$ cat src/rtl/nbus_rd_init.sv
module nbus_rd_init #(
  parameter int AW = 28,
  parameter int LW = 8
) (
  input  logic          clk,
  input  logic          rst_n,
  input  logic          req_valid,
  output logic          req_ready,
  input  logic [AW-1:0] req_addr,
  input  logic [3:0]    req_id,
  input  logic [LW-1:0] wait_limit,
  output logic          done,
  output logic          err,
  output logic [7:0]    rd_data,
  output logic [3:0]    bus_out,
  output logic          bus_oe,
  input  logic [3:0]    bus_in,
  output logic          frame_n
);
  localparam int NIB = AW / 4;

  typedef enum logic [3:0] {
    S_IDLE, S_START, S_SEL, S_ADDR, S_SIZE, S_TAR0, S_TAR1,
    S_SYNC, S_DLO, S_DHI, S_RTAR0, S_RTAR1, S_DONE, S_FAIL
  } st_t;

  st_t          st;
  logic [AW-1:0] addr_q;
  logic [3:0]   id_q;
  logic [LW-1:0] cnt;
  logic [7:0]   data_q;
  logic [LW:0]  waits_next;

  assign waits_next = {1'b0, cnt} + 1'b1;

  always_ff @(posedge clk or negedge rst_n) begin
    if (!rst_n) begin
      st     <= S_IDLE;
      addr_q <= '0;
      id_q   <= '0;
      cnt    <= '0;
      data_q <= '0;
    end else begin
      case (st)
        S_IDLE: if (req_valid) begin
          addr_q <= req_addr;
          id_q   <= req_id;
          st     <= S_START;
        end
        S_START: st <= S_SEL;
        S_SEL: begin
          cnt <= '0;
          st  <= S_ADDR;
        end
        S_ADDR: begin
          addr_q <= addr_q << 4;
          cnt    <= cnt + 1'b1;
          if (cnt == LW'(NIB - 1)) st <= S_SIZE;
        end
        S_SIZE: st <= S_TAR0;
        S_TAR0: st <= S_TAR1;
        S_TAR1: begin
          cnt <= '0;
          st  <= S_SYNC;
        end
        S_SYNC: begin
          if (bus_in == 4'b0000) st <= S_DLO;
          else if (bus_in == 4'b0101) begin
            if (waits_next >= {1'b0, wait_limit}) st <= S_FAIL;
            else cnt <= cnt + 1'b1;
          end else st <= S_FAIL;
        end
        S_DLO: begin
          data_q[3:0] <= bus_in;
          st <= S_DHI;
        end
        S_DHI: begin
          data_q[7:4] <= bus_in;
          st <= S_RTAR0;
        end
        S_RTAR0: st <= S_RTAR1;
        S_RTAR1: st <= S_DONE;
        default: st <= S_IDLE;
      endcase
    end
  end

  assign req_ready = (st == S_IDLE);
  assign frame_n   = (st != S_START);
  assign bus_oe    = (st == S_START) || (st == S_SEL) || (st == S_ADDR) ||
                     (st == S_SIZE) || (st == S_TAR0);
  assign done      = (st == S_DONE);
  assign err       = (st == S_FAIL);
  assign rd_data   = data_q;

  always_comb begin
    case (st)
      S_START: bus_out = 4'b1101;
      S_SEL:   bus_out = id_q;
      S_ADDR:  bus_out = addr_q[AW-1 -: 4];
      S_SIZE:  bus_out = 4'b0000;
      default: bus_out = 4'b1111;
    endcase
  end

  AST_FRAME_START: assert property (@(posedge clk) disable iff (!rst_n)
    !frame_n |-> (bus_oe && bus_out == 4'b1101)) else $error("frame");
  AST_ACCEPT_FRAME: assert property (@(posedge clk) disable iff (!rst_n)
    (req_valid && req_ready) |=> !frame_n) else $error("accept");
  AST_DONE_PULSE: assert property (@(posedge clk) disable iff (!rst_n)
    done |=> (!done && req_ready)) else $error("done pulse");
  AST_ERR_PULSE: assert property (@(posedge clk) disable iff (!rst_n)
    err |=> (!err && req_ready)) else $error("err pulse");
  AST_DONE_ERR_EXCL: assert property (@(posedge clk) disable iff (!rst_n)
    !(done && err)) else $error("done and err");
  AST_OE_IDLE: assert property (@(posedge clk) disable iff (!rst_n)
    (req_ready || done || err) |-> !bus_oe) else $error("oe");
endmodule

$ cat config.mk
export PLATFORM = sky130hd
export DESIGN_NAME = nbus_rd_init
export DESIGN_NICKNAME = d
export VERILOG_FILES = /design/src/rtl/nbus_rd_init.sv
export SDC_FILE = /design/constraint.sdc
export NUM_CORES = 1
export LEC_CHECK = 0
export BUFFER_PORTS_ARGS = -buffer_cell sky130_fd_sc_hd__buf_2
export CAP_MARGIN = 20
export CELL_PAD_IN_SITES_DETAIL_PLACEMENT = 1
export CELL_PAD_IN_SITES_GLOBAL_PLACEMENT = 1
export CORE_ASPECT_RATIO = 1.4
export CORE_UTILIZATION = 25
export CTS_BUF_LIST = sky130_fd_sc_hd__clkbuf_8
export CTS_CLUSTER_SIZE = 20
export DETAILED_ROUTE_END_ITERATION = 8
export MAX_ROUTING_LAYER = met4
export PLACE_DENSITY_LB_ADDON = 0.1
export SYNTH_ARGS = -nofsm -noshare
export SYNTH_HDL_FRONTEND = slang
export SYNTH_SLANG_ARGS = --single-unit
$ cat constraint.sdc
create_clock -name clk -period 4.5 [get_ports clk]
set_input_delay 0.225 -clock clk [delete_from_list [all_inputs] [get_ports clk]]
set_output_delay 0.225 -clock clk [all_outputs]
set_load 0.01 [all_outputs]
==> impl_results.md <==
- CP Data Arrival Time: 3100 ps
- I/O pin cnt: 64
- Switching Fraction: around 42%
- Syn nets: 350
- Power share of the sequential group: between 40 and 50%
- Largest net degree at the start of global routing: 53
- Critical path, cell by cell: and3_1 > nand3_1 > nor2_1 > xnor2_1 > ha_1 > and4_1 > a22oi_1 > and3_1 > a31oi_1 > buf_4 > nor2_2 > mux2i_1
- Total track usage: roughly 14%
- Slew headroom: between 50% and 60%
- Drt drc: 0
- 1st-iter DRT viols: 80
- Postcts setup bufs: 0
- Mean post-synth cell area: approximately 9.5 um2
- Pwr/cell area: 608.9 nW/um2
- Reg-to-Reg End: cnt[0]$_DFFE_PN0P_
- Port Buf Inserts: 63
- Max-Cap Viols: 0
- Placer's final routability congestion estimate: 0.7319
- Unrepaired setup endpoints after global routing: false
- Post-Syn Area: roughly 2800 um2
- Setup CP Type: register to register
- Post-synth ARST share: 100.0%
- Share of cells above drive strength 1: between 20% and 30%
- Logic pwr share: 45.1%
- CTS Buf Count: 5
- DR vias/cell: ~4.7
- Total core area: between 10,000 and 15,000 um2
- Skew-Pair Late Insertion Delay: 310 ps
- Top cells by count, synth: nand2_1 (74), dfrtp_1 (52), a22oi_1 (26)
- CTS clk-pin slew, worst paths: approximately 100 ps
- Total congestion overflow: 0
- EDFF count, synth: 0
- Minimum clock period: 2853 ps
- Reg-to-reg setup timing slack: approximately 1600 ps
- Final period utilization: between 60% and 70%
- Pre-CTS setup slack: approximately 1700 ps
- Hpwl dp: 5370 um
- F_max: ~350 MHz
- Crit path largest cell delay: roughly 470 ps
- Slowest CP cell: dfrtp_1
- Ys Warns: 0
- Crit end category: register
- Die Wd: ~91 um
- Yosys cell types: 47
- H-tree depth: 2
- Worst EP required: between 4000 and 5000 ps
- Hold buffers post-CTS: 0
- Area grow syn2layout: 20.09%
- Clock skew: approximately 7.5 ps
- Sink Count: between 50 and 60
- Post-CTS Resized: 0
- First-pass GRT wire length: between 10,000 and 15,000 um
- Initial Utilization: between 20 and 30%
- Final setup fails: 0
- Worst r2r src: cnt[2]$_DFFE_PN0P_
- Routed wire per std cell: approximately 15 um
- Routed vias: 2,339
- Most frequent CP cell: and3_1
- HP Class: input port to asynchronous set/reset pin
- Worst Tran Pin Value: between 700 and 800 ps
- Switching pwr: 857.2 uW
- Status: finished, final reports clean
- TNS Setup: 0 ps
- Pre-Repair DR Iteration Count: 4
- Final wirelength: around 7500 um
- CTS tree: built
- Main flop type after synthesis: dfrtp_1
- # diodes: 0
- Most frequent cell after synthesis: nand2_1
- Synth area leader: dfrtp_1
- Root Buffer: clkbuf_8
- Rows: 45
- R2R depth: 12
- Slew Viols, Final: 0
- Share of the synthesized area in the top cell type: 46.85%
- Post-synthesis sequential area ratio: between 40% and 50%
- Die ar.: about 12,000 um2
- Clock power share: roughly 15%
- Antenna Nets Post-Route: 0
- Fin worst setup slack: approximately 1600 ps
- Internal: around 1.2 mW
- Die extent in y: between 100 and 150 um
- Maximum clock insertion buffer count: 2
- Final Hold Vio Count: 0
- Nets: between 400 and 500
- Initial antenna violation count: 0
- Synthesized netlist cell count: 293
- Peak VDD IR: 0.0002317 V
- Pleak: ~1.6 nW
- Fillcell total: 1,317
- Register bit total from synthesis: 52
- Max FO, Critical Path: 11
- Setup crit start kind: register
- Vias in the first global route: roughly 2,500
- Top area cells in the synthesized netlist: dfrtp_1 (47%), nand2_1 (10%), a22oi_1 (7.0%), ha_1 (4.5%), mux2_1 (3.2%)
[flip-flops by register name, indices dropped and copies added (netlist names)]
register and flops:
rd_data 8, st 4, id_q 4, cnt 8, addr_q 28
[cells in the final DEF (no fill, tap or decap), types with 6 or more instances in the layout]
cell type	instances
nand3_1	8
xnor2_1	6
nand2_1	74
ha_1	10
inv_1	13
buf_2	63
dfrtp_1	52
nor2_1	9
mux2_1	8
o21ai_1	10
a22oi_1	26
clkbuf_8	7
[per-layer routing]
layer	GRT usage, %	part of all wire [%]	vias to the layer above
met5	-	0	-
met4	4.949	1.9	0
met3	2.578	3.7	10
met2	24.82	51	54
met1	16.45	43	1137
li1	-	-	1138
[kinds of logic (layout without fill, tap and decap cells)]
family	after synthesis	in the layout	synth area share (%)
muxes	17	17	6.667
adders and majority gates	10	10	4.505
and+or+nand+nor	117	117	19.69
DFF	52	52	46.85
buffers and inverters	30	90	4.865
xor gates and xnor gates	7	7	2.207
AOI/OAI and AO/OA	60	60	15.23
[through the flow]
step                      power (mW)  instances  util (%)  instance area [um2]  hold slack [ps]
after floorplan                1.461        293         -                 2778           -70.59
after global placement         1.747        486     29.83                 3224            421.2
after detailed placement       1.766        486     29.83                 3224            413.0
after CTS                      2.076        493     30.72                 3321            62.28
after global routing           2.231        494     30.86                 3336            95.03
final                          2.031        494     30.86                 3336            39.56
[layout make-up]
cell class / instances / area, um2 / share of cell area (%)
Timing Repair Buffer: 69 / 367.9 / 11.03
Clock buffer: 7 / 96.34 / 2.888
Multi-Input combinational cell: 211 / 1341 / 40.21
Inverter: 14 / 52.55 / 1.575
Sequential cell: 52 / 1301 / 39.01
Tap cell: 141 / 176.4 / 5.289
[worst max-delay path: cells and delay by family (launching register included)]
kind	cells	cell delay, ps
simple gates	6	1190
flops	1	470
fa+ha+maj	1	300
compound gates	2	270
mux	1	210
buf+inv	1	180
xor+xnor	1	170
[power by group through the flow]
stage | Combinational, mW | Clock [mW] | Sequential [mW]
after global placement | 0.924 | 0 | 0.822
after floorplan | 0.679 | 0 | 0.782
after detailed placement | 0.936 | 0 | 0.830
after global routing | 1.05 | 0.326 | 0.853
final | 0.917 | 0.298 | 0.817
after CTS | 0.940 | 0.316 | 0.820
[worst max-delay path by stage]
stage                       startpoint                 end  slack, ps  cells after the start
finish              cnt[2]$_DFFE_PN0P_  cnt[0]$_DFFE_PN0P_       1650                     12
global route        cnt[2]$_DFFE_PN0P_  cnt[0]$_DFFE_PN0P_       1400                     12
CTS                 cnt[2]$_DFFE_PN0P_  cnt[0]$_DFFE_PN0P_       1620                     12
detailed placement  cnt[2]$_DFFE_PN0P_  cnt[0]$_DFFE_PN0P_       1660                     12
global placement    cnt[2]$_DFFE_PN0P_  cnt[7]$_DFFE_PN0P_       1780                     12
floorplan           cnt[2]$_DFFE_PN0P_  cnt[1]$_DFFE_PN0P_       2040                     12
Note: power is estimated with default switching activity, not from simulation.
